[src/rtl/bmu_pkg.sv]
package bmu_pkg;
  localparam int OP_W = 5;

  typedef enum logic [OP_W-1:0] {
    OP_ANDN  = 5'd0,
    OP_ORN   = 5'd1,
    OP_XNOR  = 5'd2,
    OP_CLZ   = 5'd3,
    OP_CTZ   = 5'd4,
    OP_CPOP  = 5'd5,
    OP_MAX   = 5'd6,
    OP_MAXU  = 5'd7,
    OP_MIN   = 5'd8,
    OP_MINU  = 5'd9,
    OP_SEXTB = 5'd10,
    OP_SEXTH = 5'd11,
    OP_ZEXTH = 5'd12,
    OP_ROL   = 5'd13,
    OP_ROR   = 5'd14,
    OP_RORI  = 5'd15,
    OP_ORCB  = 5'd16,
    OP_REV8  = 5'd17
  } bmu_op_e;

  localparam int LAST_OP = 17;

  function automatic logic is_count(input logic [OP_W-1:0] op);
    return (op == OP_CLZ) || (op == OP_CTZ) || (op == OP_CPOP);
  endfunction
endpackage

[src/rtl/bmu_count.sv]
module bmu_count #(
  parameter int XLEN = 32,
  localparam int CW = $clog2(XLEN + 1)
) (
  input  logic [XLEN-1:0] a,
  output logic [CW-1:0]   lead_zeros,
  output logic [CW-1:0]   trail_zeros,
  output logic [CW-1:0]   ones
);
  // Highest set bit wins for leading zeros; scan upward so the last hit stays.
  always_comb begin
    lead_zeros = CW'(XLEN);
    for (int i = 0; i < XLEN; i++)
      if (a[i]) lead_zeros = CW'(XLEN - 1 - i);
  end

  // Lowest set bit wins for trailing zeros; scan downward.
  always_comb begin
    trail_zeros = CW'(XLEN);
    for (int i = XLEN - 1; i >= 0; i--)
      if (a[i]) trail_zeros = CW'(i);
  end

  always_comb begin
    ones = '0;
    for (int i = 0; i < XLEN; i++)
      ones = ones + CW'(a[i]);
  end
endmodule

[src/rtl/bmu_rotate.sv]
module bmu_rotate #(
  parameter int XLEN = 32,
  localparam int SW = $clog2(XLEN)
) (
  input  logic [XLEN-1:0] a,
  input  logic [SW-1:0]   amt,
  input  logic            to_left,
  output logic [XLEN-1:0] y
);
  logic [2*XLEN-1:0] doubled;
  logic [XLEN-1:0]   rot_r;
  logic [XLEN-1:0]   rot_l;

  assign doubled = {a, a};
  assign rot_r   = XLEN'(doubled >> amt);
  assign rot_l   = XLEN'((doubled << amt) >> XLEN);
  assign y       = to_left ? rot_l : rot_r;
endmodule

[src/rtl/bmu_bytes.sv]
module bmu_bytes #(
  parameter int XLEN = 32,
  localparam int NB = XLEN / 8
) (
  input  logic [XLEN-1:0] a,
  output logic [XLEN-1:0] or_comb,
  output logic [XLEN-1:0] reversed
);
  for (genvar k = 0; k < NB; k++) begin : g_byte
    assign or_comb[8*k +: 8]         = {8{|a[8*k +: 8]}};
    assign reversed[8*(NB-1-k) +: 8] = a[8*k +: 8];
  end
endmodule

[src/rtl/bitmanip_alu.sv]
module bitmanip_alu
  import bmu_pkg::*;
#(
  parameter int XLEN    = 32,
  parameter bit OUT_REG = 1'b1,
  localparam int SW = $clog2(XLEN),
  localparam int CW = $clog2(XLEN + 1)
) (
  input  logic            clk,
  input  logic            rst_n,
  input  logic            in_valid,
  input  logic [OP_W-1:0] op_sel,
  input  logic [XLEN-1:0] src_a,
  input  logic [XLEN-1:0] src_b,
  input  logic [SW-1:0]   imm_amt,
  output logic            out_valid,
  output logic [XLEN-1:0] result
);
  // Named internal wires, visible to the bound checker.
  logic [CW-1:0]   lead_zeros, trail_zeros, ones;
  logic [SW-1:0]   rot_amt;
  logic            rot_left;
  logic [XLEN-1:0] rot_res, orc_res, rev_res;
  logic            a_lt_b_s, a_lt_b_u;
  logic [XLEN-1:0] comb_res;

  bmu_count #(.XLEN(XLEN)) u_count (
    .a(src_a), .lead_zeros(lead_zeros), .trail_zeros(trail_zeros), .ones(ones)
  );

  assign rot_amt  = (op_sel == OP_RORI) ? imm_amt : src_b[SW-1:0];
  assign rot_left = (op_sel == OP_ROL);

  bmu_rotate #(.XLEN(XLEN)) u_rotate (
    .a(src_a), .amt(rot_amt), .to_left(rot_left), .y(rot_res)
  );

  bmu_bytes #(.XLEN(XLEN)) u_bytes (
    .a(src_a), .or_comb(orc_res), .reversed(rev_res)
  );

  assign a_lt_b_s = $signed(src_a) < $signed(src_b);
  assign a_lt_b_u = src_a < src_b;

  always_comb begin
    case (bmu_op_e'(op_sel))
      OP_ANDN:  comb_res = src_a & ~src_b;
      OP_ORN:   comb_res = src_a | ~src_b;
      OP_XNOR:  comb_res = ~(src_a ^ src_b);
      OP_CLZ:   comb_res = XLEN'(lead_zeros);
      OP_CTZ:   comb_res = XLEN'(trail_zeros);
      OP_CPOP:  comb_res = XLEN'(ones);
      OP_MAX:   comb_res = a_lt_b_s ? src_b : src_a;
      OP_MAXU:  comb_res = a_lt_b_u ? src_b : src_a;
      OP_MIN:   comb_res = a_lt_b_s ? src_a : src_b;
      OP_MINU:  comb_res = a_lt_b_u ? src_a : src_b;
      OP_SEXTB: comb_res = {{(XLEN-8){src_a[7]}}, src_a[7:0]};
      OP_SEXTH: comb_res = {{(XLEN-16){src_a[15]}}, src_a[15:0]};
      OP_ZEXTH: comb_res = {{(XLEN-16){1'b0}}, src_a[15:0]};
      OP_ROL, OP_ROR, OP_RORI: comb_res = rot_res;
      OP_ORCB:  comb_res = orc_res;
      OP_REV8:  comb_res = rev_res;
      default:  comb_res = '0;
    endcase
  end

  if (OUT_REG) begin : g_reg
    always_ff @(posedge clk or negedge rst_n) begin
      if (!rst_n) begin
        out_valid <= 1'b0;
        result    <= '0;
      end else begin
        out_valid <= in_valid;
        if (in_valid) result <= comb_res;
      end
    end
  end else begin : g_comb
    assign out_valid = in_valid;
    assign result    = comb_res;
  end
endmodule

[config.mk]
export PLATFORM = sky130hd
export DESIGN_NAME = bitmanip_alu
export DESIGN_NICKNAME = d
export VERILOG_FILES = /design/src/rtl/bmu_pkg.sv /design/src/rtl/bmu_count.sv /design/src/rtl/bmu_rotate.sv /design/src/rtl/bmu_bytes.sv /design/src/rtl/bitmanip_alu.sv
export SDC_FILE = /design/constraint.sdc
export NUM_CORES = 1
export LEC_CHECK = 0
export BUFFER_PORTS_ARGS = -buffer_cell sky130_fd_sc_hd__buf_2
export CAP_MARGIN = 5
export CORE_UTILIZATION = 32
export CTS_CLUSTER_SIZE = 12
export DETAILED_ROUTE_END_ITERATION = 16
export GPL_TIMING_DRIVEN = 0
export PLACE_DENSITY_LB_ADDON = 0.15
export SYNTH_ARGS = -nofsm -noshare
export SYNTH_HDL_FRONTEND = slang
export SYNTH_HIERARCHICAL = 1
export SYNTH_SLANG_ARGS = --single-unit
[constraint.sdc]
create_clock -name clk -period 1.15 [get_ports clk]
set_input_delay 0.23 -clock clk [delete_from_list [all_inputs] [get_ports clk]]
set_output_delay 0.23 -clock clk [all_outputs]
set_load 0.01 [all_outputs]
==> summary.md, run 1 <==
| Metric | Value |
|---|---|
| Outcome | finished, violations left |
| Violated checks | setup timing |
| Largest family of logic cells by synthesized area | compound AO/OA/AOI/OAI gates |
| Synthesized instance count | 1281 |
| Mapped Nets | 1455 |
| Simple-gate share of the synthesized area | 0.236 |
| Yosys top cell by area | ha_1 |
| Final worst slack | -4.23 ns |
| Core Area | 31600 µm² |
| CTS sink cnt | 33 |
| M1 GR Usage | 0.480 |
| R2R depth | 2 |
| Final Core Density | 0.468 |
| Synth cell types | 87 |
| TritonCTS buffer count | 5 |
| Number of hold buffers added after cts | 0 |
| Hpwl dp | 43200 µm |
| GRT busiest layer | met2 |
| Max-slew violations | 0 |
| # setup viols final | 32 |
| Tmin final | 5.38 ns |
| Vias in the first global route | 12400 |
| I/O pin cnt | 110 |
| Vias | 12700 |
| Fmax | 186 MHz |
| Post-Synth Adder-Cell Area | 0.135 |
| CP most frequent cell | inv_2 |
| Largest net degree at the start of global routing | 34 |
| Die W | 181 µm |
| Post-route ant nets | 0 |
| Critical R2R Launch | result[8] |
| Worst path cell trace | buf_16 > fa_1 > fa_2 > inv_2 > fa_1 > inv_2 > fa_2 > fa_1 > inv_2 > fa_2 > inv_2 > ha_4 > a21o_1 > a21oi_2 > nor2b_1 > o21a_1 > nand2_1 > o41ai_1 > a221oi_2 > nand4_1 > a22o_1 > a221o_1 |
| Max Cap Violations | 0 |
| Crit share post-route | 4.68 |
| CP arrival | 5.56 ns |
| Pre-CTS WS | -5.07 ns |
| Dominant synthesized flop cell | dfrtp_1 |
| Crit Path Max Fanout | 2 |
| DRC viols | 0 |
| CTS tree | built |
| Post-synthesis sequential area ratio | 0.0802 |
| H-tree levels | 2 |
| Most frequent cells in the layout | buf_4 (139), inv_1 (96), buf_2 (87) |
| Post-synth EDFFs | 0 |
| Xor/xnor share of the synthesized area | 0.00340 |
| Synth top area share | 0.0887 |
| Worst VDD drop | 0.00258 V |
| #FFs+latches synth | 33 |
| 1st-iter DRT viols | 1563 |
| Ys Warns | 6 |
| 1st-pass router iterations | 6 |
| Nets | 1688 |
| Mapped cell area | 10300 µm² |
| GR Util met2 | 0.545 |
| Total Routing Usage GR | 0.358 |
| Clk slew on worst S/H paths | 0.06 ns |
| Power density cells | 1010 nW/µm² |
| Routed wire per std cell | 31.3 µm |
| Gpl congestion | 0.991 |
| Max Root-Sink Buffers | 2 |
| Drt total wl | 60100 µm |
| Crit. End Element | flop |
| Relative slew slack | 0.247 |
| Clock root buffer | clkbuf_16 |
| FFs w/ async S/R, synth | 1.00 |
| CP peak stage delay | 0.54 ns |
| Number of placement rows | 65 |
| First-pass GRT wire length | 86100 µm |
| Synth top area cells | ha_1 (8.9%), mux4_2 (8.7%), dfrtp_1 (8.0%) |
| Worst setup path end | result[5] |
| Post-synthesis mux area share | 0.166 |
| Initial antenna violation count | 2 |
| Startpoint class of the critical path | primary input |
| CP startpoint | src_a[19] |
| P_leak | 6.03 nW |
| Compound-gate portion of the synthesized area | 0.247 |
| Clock Latency Late Sink | 0.31 ns |
| CP required | 1.33 ns |
| Flop-to-flop setup slack | 0.10 ns |
| Area growth from synthesis to layout | 43.9% |
| Gr ovfl total | 0 |
| RSZ-0062 raised after global routing | true |
| Hold crit path type | in2async |
| Clock Skews | 0 ns |
| Critical Path Slowest Stage Cell | fa_2 |
| Setup CP Type | in2reg |
| PortBufs | 107 |
| Least-Margin Pin Slew | 1.12 ns |
| Vert. Die Dim | 181 µm |
| Capturing point of the worst reg2reg path | result[8] |
| Share of cells above drive strength 1 | 0.453 |
| Synthesized area per cell | 8.04 µm² |
| Commonest non-fill, non-tap cell in the layout | buf_4 |
| Met3 usage | 0.0690 |
| Hold Violations, Final | 0 |
| Vias per cell | 6.64 |
| Initial Util | 0.325 |
| DIE AREA | 32900 µm² |
[cell usage after synthesis, types with 9 or more instances]
cell type / count
nor3_1: 121
inv_1: 108
nor2_1: 104
ha_1: 73
buf_4: 72
nor4_1: 62
nand2_1: 58
clkbuf_1: 53
a21oi_1: 48
mux4_2: 40
dfrtp_1: 33
a221o_1: 30
a22o_1: 27
nand3_1: 25
a22oi_1: 24
fa_1: 24
o21ai_0: 23
a221oi_1: 22
mux2i_1: 22
o22ai_1: 22
mux2_2: 20
o2111ai_1: 17
nor2b_1: 16
o31ai_1: 14
a222oi_1: 13
or3_1: 11
buf_6: 10
mux4_1: 10
or4_1: 10
o41ai_1: 9
[critical path, delay by kind of cell]
family                     cells  cell delay, ns
AOI/OAI and AO/OA              7            1.46
adders and majority gates      7            3.18
buffers and inverters          5            0.30
and+or+nand+nor                3            0.38
[per-stage QoR]
stage | power [mW] | hold slack, ns | cells | cell area [µm²] | TNS [ns]
after floorplan | 7.03 | -0.0656 | 1281 | 10500 | -77.35
after global placement | 10.0 | 0.401 | 1790 | 11500 | -126.02
after detailed placement | 10.1 | 0.406 | 1791 | 11500 | -111.22
after CTS | 13.5 | 0.0870 | 1875 | 13900 | -86.42
after global routing | 15.7 | 0.126 | 1918 | 14800 | -95.22
final | 15.0 | 0.0593 | 1919 | 14800 | -91.78
[metal layers]
layer  routed length (µm)  up-vias  part of all wire
met5                    0        -                 0
met1                25500     6415              0.42
met4                 3080        0             0.051
li1                     -     5394                 -
met2                26300      756              0.44
met3                 5210      178             0.087
[state kept, by name, indices dropped and copies added (netlist names)]
register / count
out_valid: 1
result: 32
[cell type report]
cell class                      instances  area (µm²)
Multi-Input combinational cell        990        9780
Buffer                                145        1100
Inverter                              111         418
Tap cell                              402         503
Clock buffer                            7         143
Sequential cell                        33         826
Fill cell                            3025       16800
Antenna cell                            2        5.00
Clock inverter                          1        30.0
Timing Repair Buffer                  228        2010
[worst min-delay path by stage]
stage	endpoint	cells after the start	slack (ns)	from
global placement	result[28]	1	0.40	rst_n
floorplan	out_valid	0	-0.07	rst_n
finish	result[28]	1	0.06	rst_n
detailed placement	result[28]	1	0.41	rst_n
CTS	result[8]	1	0.09	rst_n
global route	result[28]	1	0.13	rst_n
[cells by family (layout without fill, tap and decap cells)]
| group | after synthesis | count (layout) |
|---|---|---|
| AO/OA/AOI/OAI | 324 | 324 |
| XOR/XNOR | 4 | 4 |
| adder cells (fa/ha/maj) | 97 | 97 |
| buffers and inverters | 258 | 492 |
| flip-flops | 33 | 33 |
| multiplexers | 99 | 99 |
| other | 0 | 2 |
| AND/OR/NAND/NOR | 466 | 466 |
[where the power goes]
group / leakage, nW / total [mW] / switching [mW] / internal, mW
combinational: 5.51 / 11.8 / 6.68 / 5.10
sequential: 0.429 / 1.49 / 0.127 / 1.36
clock: 0.0841 / 1.71 / 0.620 / 1.09
total: 6.03 / 15.0 / 7.43 / 7.55
[what timing repair did]
| item | CTS | global route |
|---|---|---|
| setup endpoints to repair | 32 | 32 |
| setup buffers | 74 | 46 |
| hold endpoints to repair | 0 | 0 |
| gates cloned | 3 | 0 |
| pin swaps | 116 | 101 |
| gates resized for setup | 367 | 128 |
No activity file was read; power rests on OpenSTA's default activity.
==> run 2: changes to the inputs <==
REMOVE_ABC_BUFFERS = 1   (was unset)
==> summary.md, run 2 (synthesized netlist as in run 1, its figures left out) <==
| Metric | Value |
|---|---|
| Violated checks | setup timing |
| Initial Util | 0.325 (unchanged) |
| 1st-pass router iterations | 8 (+2) |
| CP required | 1.32 ns (about the same) |
| GR Util met2 | 0.484 (-0.0612) |
| Die W | 181 µm (unchanged) |
| # setup viols final | 32 (unchanged) |
| GRT busiest layer | met2 |
| Initial antenna violation count | 3 (+1) |
| Total Routing Usage GR | 0.304 (-0.0538) |
| Clock Latency Late Sink | 0.29 ns (-0.02 ns) |
| Outcome | finished, violations left |
| Core Area | 31600 µm² (unchanged) |
| Biggest regs | result x32, out_valid x1 |
| Crit Path Max Fanout | 2 (unchanged) |
| Flop-to-flop setup slack | 0.11 ns (about the same) |
| Crit share post-route | 4.59 (-0.0885) |
| Finished Cell Area | 12500 µm² (-16%) |
| Final worst slack | -4.13 ns (+0.102 ns) |
| Met3 usage | 0.0471 (-0.0219) |
| M1 GR Usage | 0.412 (-0.0676) |
| Vias in the first global route | 11200 (-10%) |
| Number of placement rows | 65 (unchanged) |
| Largest Register | result |
| Pwr Total | 14.1 mW (-6.2%) |
| Non-Filler Instances | 1719 (-10%) |
| Hpwl dp | 34500 µm (-20%) |
| Seq. cell area | 826 µm² (unchanged) |
| Clock Skews | 0 ns (unchanged) |
| Pre-CTS WS | -4.96 ns (+0.117 ns) |
| Max Root-Sink Buffers | 2 (unchanged) |
| First-pass GRT wire length | 75100 µm (-13%) |
| Routed wire per std cell | 29.8 µm (-4.9%) |
| Startpoint class of the critical path | primary input |
| Worst VDD drop | 0.00264 V (+2.6%) |
| Clk slew on worst S/H paths | 0.07 ns (about the same) |
| Power density cells | 1130 nW/µm² (+12%) |
| Post-DP Area | 10700 µm² (-7.0%) |
| Fmax | 189 MHz (+1.9%) |
| Drt total wl | 51200 µm (-15%) |
| Vias per cell | 6.83 (+2.9%) |
| # fillers | 3241 (+7.1%) |
| DRC viols | 0 (unchanged) |
| Area growth from synthesis to layout | 21.0% |
| H-tree levels | 2 (unchanged) |
| Final hold slack | 0.0636 ns (+0.00432 ns) |
| Clock root buffer | clkbuf_16 |
| Vias | 11700 (-7.8%) |
| Post-Place Cells | 1658 (-7.4%) |
| Hold crit path type | in2async |
| Max-slew violations | 0 (unchanged) |
| DIE AREA | 32900 µm² (unchanged) |
| Largest register FFs | 32 (unchanged) |
| Gpl congestion | 0.951 (-4.1%) |
| PortBufs | 109 (+1.9%) |
| CTS sink cnt | 33 (unchanged) |
| 1st-iter DRT viols | 1451 (-7.2%) |
| Share of cells above drive strength 1 | 0.315 (-0.139) |
| I/O pin cnt | 110 (unchanged) |
| Tmin final | 5.28 ns (-0.102 ns) |
| CTS tree | built |
| Setup CP Type | in2reg |
| Hold Violations, Final | 0 (unchanged) |
| P_leak | 4.98 nW (-17%) |
| Largest net degree at the start of global routing | 55 (+62%) |
| Crit. End Element | flop |
| RSZ-0062 raised after global routing | true |
| Gr ovfl total | 0 (unchanged) |
| Commonest non-fill, non-tap cell in the layout | nor3_1 |
| Relative slew slack | 0.0314 (-0.215) |
| Vert. Die Dim | 181 µm (unchanged) |
| Multi-input gate area | 8910 µm² (-8.9%) |
| Least-Margin Pin Slew | 1.45 ns (+0.328 ns) |
| Nets | 1489 (-12%) |
| CP arrival | 5.46 ns (-0.10 ns) |
| Most frequent cells in the layout | nor3_1 (113), inv_1 (103), buf_2 (81) |
| TritonCTS buffer count | 5 (unchanged) |
| Max Cap Violations | 0 (unchanged) |
| Post-route ant nets | 0 (unchanged) |
run 2: layout make-up:
type / instances / area share
Clock buffer: 7 / 0.0114
Multi-Input combinational cell: 992 / 0.715
Tap cell: 402 / 0.0404
Antenna cell: 1 / 0.000201
Sequential cell: 33 / 0.0663
Timing Repair Buffer: 172 / 0.130
Clock inverter: 1 / 0.00241
Inverter: 111 / 0.0338
run 2: what timing repair did:
action / CTS / global route
buffers inserted: 29 / 16
endpoints found under the setup margin: 32 / 32
pin swaps: 29 / 38
gates cloned: 4 / 2
gates resized for setup: 190 / 74
hold buffers: 0 / 0
run 2: power breakdown:
part / switching [mW] / total (mW) / internal, mW
Combinational: 5.84 / 10.9 / 5.02
Clock: 0.627 / 1.71 / 1.09
Sequential: 0.125 / 1.49 / 1.36
run 2: per-layer routing:
layer | wire length (µm) | share of wire | vias up
met3 | 4520 | 0.088 | 108
met4 | 1890 | 0.037 | 0
met5 | 0 | 0 | -
met1 | 21400 | 0.42 | 5914
met2 | 23300 | 0.46 | 722
li1 | - | - | 4999
run 2: stage by stage:
step / TNS [ns] / utilization
floorplan: -239.13 / -
global placement: -376.01 / 0.329
detailed placement: -137.65 / 0.338
CTS: -85.76 / 0.377
global route: -87.82 / 0.394
finish: -84.74 / 0.394
run 2: path summary, 6_finish.rpt:
path,start,to,cells past startpoint
setup / recovery,src_a[11],result[4],23
hold / removal,rst_n,result[11],1
setup reg to reg,result[21],result[21],2
hold reg to reg,result[16],result[16],2
max in group asynchronous,rst_n,result[0],1
min in group clk,in_valid,out_valid,1
run 2: worst max-delay path, stage by stage:
cell and delay (ns):
buf_16 0.12, fa_1 0.53, inv_1 0.05, fa_1 0.48, inv_1 0.05, fa_2 0.54, fa_2 0.45, fa_1 0.49
inv_1 0.05, fa_2 0.53, inv_2 0.04, ha_4 0.15, inv_2 0.05, fa_2 0.19, inv_1 0.04, a21o_1 0.16
a21oi_2 0.18, xnor2_2 0.12, a222oi_1 0.29, nand3_1 0.15, a221oi_2 0.18, o2bb2ai_1 0.08, a221o_1 0.29
==> run 3: changes to the inputs <==
CORE_ASPECT_RATIO = 2   (was unset)
HOLD_SLACK_MARGIN = 0.1   (was unset)
RECOVER_POWER = 50   (was unset)
==> summary.md, run 3 (synthesized netlist as in run 1, its figures left out) <==
| Metric | Value |
|---|---|
| WP buf/inv | 7 (unchanged) |
| DRC viols | 0 (unchanged) |
| Die W | 129 µm (-29%) |
| Vias per cell | 6.90 (+0.99%) |
| Nets | 1512 (+1.5%) |
| TritonCTS buffer count | 5 (unchanged) |
| First-pass GRT wire length | 83100 µm (+11%) |
| Max Root-Sink Buffers | 2 (unchanged) |
| CP peak stage delay | 0.56 ns (+0.02 ns) |
| Initial antenna violation count | 1 (-2) |
| Worst path cell trace | buf_16 > fa_1 > fa_2 > inv_2 > fa_1 > inv_2 > fa_2 > fa_1 > inv_1 > fa_1 > inv_2 > ha_4 > inv_2 > fa_2 > inv_1 > a21o_1 > a21oi_2 > xnor2_1 > a222oi_1 > nand3_1 > a221oi_2 > o2bb2ai_1 > a221o_1 |
| R2R depth | 2 (unchanged) |
| 1st-pass router iterations | 6 (-2) |
| Max-slew violations | 0 (unchanged) |
| Violated checks | setup timing |
| Non-Filler Instances | 1763 (+2.6%) |
| Max Cap Violations | 0 (unchanged) |
| Area growth from synthesis to layout | 31.0% |
| Hpwl dp | 40200 µm (+16%) |
| Routed wire per std cell | 33.1 µm (+11%) |
| Largest Register | result |
| Vias in the first global route | 12000 (+7.6%) |
| Drt total wl | 58300 µm (+14%) |
| Largest register FFs | 32 (unchanged) |
| PortBufs | 109 (unchanged) |
| Hold crit path type | in2async |
| Critical Path Slowest Stage Cell | fa_2 |
| Crit-path leading delay family | adder cells |
| Number of placement rows | 92 (+42%) |
| Power density cells | 1040 nW/µm² (-8.1%) |
| Outcome | finished, violations left |
| Largest net degree at the start of global routing | 55 (unchanged) |
| RSZ-0062 raised after global routing | true |
| 1st-iter DRT viols | 1464 (+0.90%) |
| Crit Path Max Fanout | 2 (unchanged) |
| Final worst slack | -4.15 ns (-0.0185 ns) |
| Hold Violations, Final | 0 (unchanged) |
| Setup tns final | -85.54 ns (-0.805 ns) |
| Biggest regs | result x32, out_valid x1 |
| Gpl congestion | 0.972 (+2.3%) |
| Clock Skews | 0 ns (unchanged) |
| CP required | 1.31 ns (about the same) |
| Clk slew on worst S/H paths | 0.06 ns (about the same) |
| Setup CP Type | in2reg |
| Capturing point of the worst reg2reg path | result[10] |
| Core Area | 31500 µm² (-0.30%) |
| Crit share post-route | 4.61 (+0.0161) |
| CTS sink cnt | 33 (unchanged) |
| Pwr Total | 14.0 mW (-0.49%) |
| Vias | 12200 (+3.6%) |
| Commonest non-fill, non-tap cell in the layout | inv_1 |
| DIE AREA | 32900 µm² (+0.13%) |
| Crit. End Element | flop |
| H-tree levels | 2 (unchanged) |
| P_leak | 5.31 nW (+6.7%) |
| Pre-CTS WS | -4.98 ns (-0.0201 ns) |
| Most frequent cells in the layout | inv_1 (101), nor3_1 (80), buf_2 (76) |
| Relative slew slack | 0.104 (+0.0721) |
| CTS tree | built |
| Clock root buffer | clkbuf_16 |
| Worst setup path end | result[4] |
| Clock Latency Late Sink | 0.28 ns (about the same) |
| Worst VDD drop | 0.00137 V (-48%) |
| Post-Place Cells | 1678 (+1.2%) |
| Total Routing Usage GR | 0.352 (+0.0484) |
| I/O pin cnt | 110 (unchanged) |
| Share of cells above drive strength 1 | 0.386 (+0.0718) |
| CP arrival | 5.46 ns (about the same) |
| Flop-to-flop setup slack | 0.08 ns (-0.03 ns) |
| Least-Margin Pin Slew | 1.34 ns (-0.108 ns) |
| Tmin final | 5.30 ns (+0.0185 ns) |
| Post-route ant nets | 0 (unchanged) |
| # setup viols final | 32 (unchanged) |
| Gr ovfl total | 0 (unchanged) |
| CP startpoint | src_a[21] |
| Initial Util | 0.326 (+0.000994) |
| Critical R2R Launch | result[10] |
| Fmax | 189 MHz (-0.35%) |
| Vert. Die Dim | 256 µm (+41%) |
| CP Depth | 23 (unchanged) |
| # fillers | 3215 (-0.80%) |
| Startpoint class of the critical path | primary input |
## run 3: cell count changes in the layout (fill, tap and decap cells not counted), moves of 12 or more
cell / previous run / this run
buf_12: 10 / 22
nor3_2: 11 / 40
nor2_1: 62 / 50
nor4_1: 57 / 38
nor2_4: 19 / 37
nor3_1: 113 / 80
## run 3: what timing repair did
action | in CTS | in global routing
buffers inserted | 36 | 32
endpoints found under the setup margin | 32 | 32
pin swaps | 46 | 93
cloned | 6 | 2
gates resized for setup | 257 | 165
hold buffers | 0 | 0
## run 3: how the worst min path moves through the flow
stage	from	end	slack (ns)	cells after the start
global route	rst_n	result[17]	0.19	1
finish	rst_n	result[23]	0.10	1
CTS	rst_n	result[27]	0.10	1
detailed placement	rst_n	result[23]	0.40	1
global placement	rst_n	result[18]	0.39	1
floorplan	rst_n	out_valid	-0.07	0
## run 3: metal layers
layer / wire length, µm / vias up / GRT usage / part of all wire
met4: 6080 / 0 / 0.310 / 0.10
met1: 18900 / 6000 / 0.362 / 0.32
li1: - / 5058 / - / -
met5: 0 / - / 0 / 0
met2: 29100 / 817 / 0.601 / 0.50
met3: 4220 / 288 / 0.0648 / 0.072
## run 3: worst reg2reg max path: cells and delay by family (launching register included)
kind / cells / cell delay (ns)
AO/OA/AOI/OAI: 2 / 0.51
flip-flops: 1 / 0.44
## run 3: stage by stage
stage	cell area, µm²	util	hold slack [ns]
2_1_floorplan	9350	-	-0.0656
3_3_place_gp	10400	0.331	0.387
3_5_place_dp	10700	0.340	0.401
4_1_cts	12300	0.391	0.104
5_1_grt	13500	0.427	0.189
6_report	13500	0.428	0.100
## run 3: cell type report
cell class | instances | area, µm² | area share
timing repair buffer | 194 | 1960 | 0.145
multi-input combinational | 993 | 9590 | 0.711
antenna | 2 | 5.00 | 0.000371
sequential | 33 | 826 | 0.0612
tap | 423 | 529 | 0.0392
clock buffer | 6 | 139 | 0.0103
clock inverter | 1 | 7.51 | 0.000557
inverter | 111 | 429 | 0.0318
## run 3: power breakdown
group	total [mW]	switching (mW)	internal (mW)
Combinational	11.0	6.05	4.97
Clock	1.44	0.590	0.852
Sequential	1.52	0.159	1.36
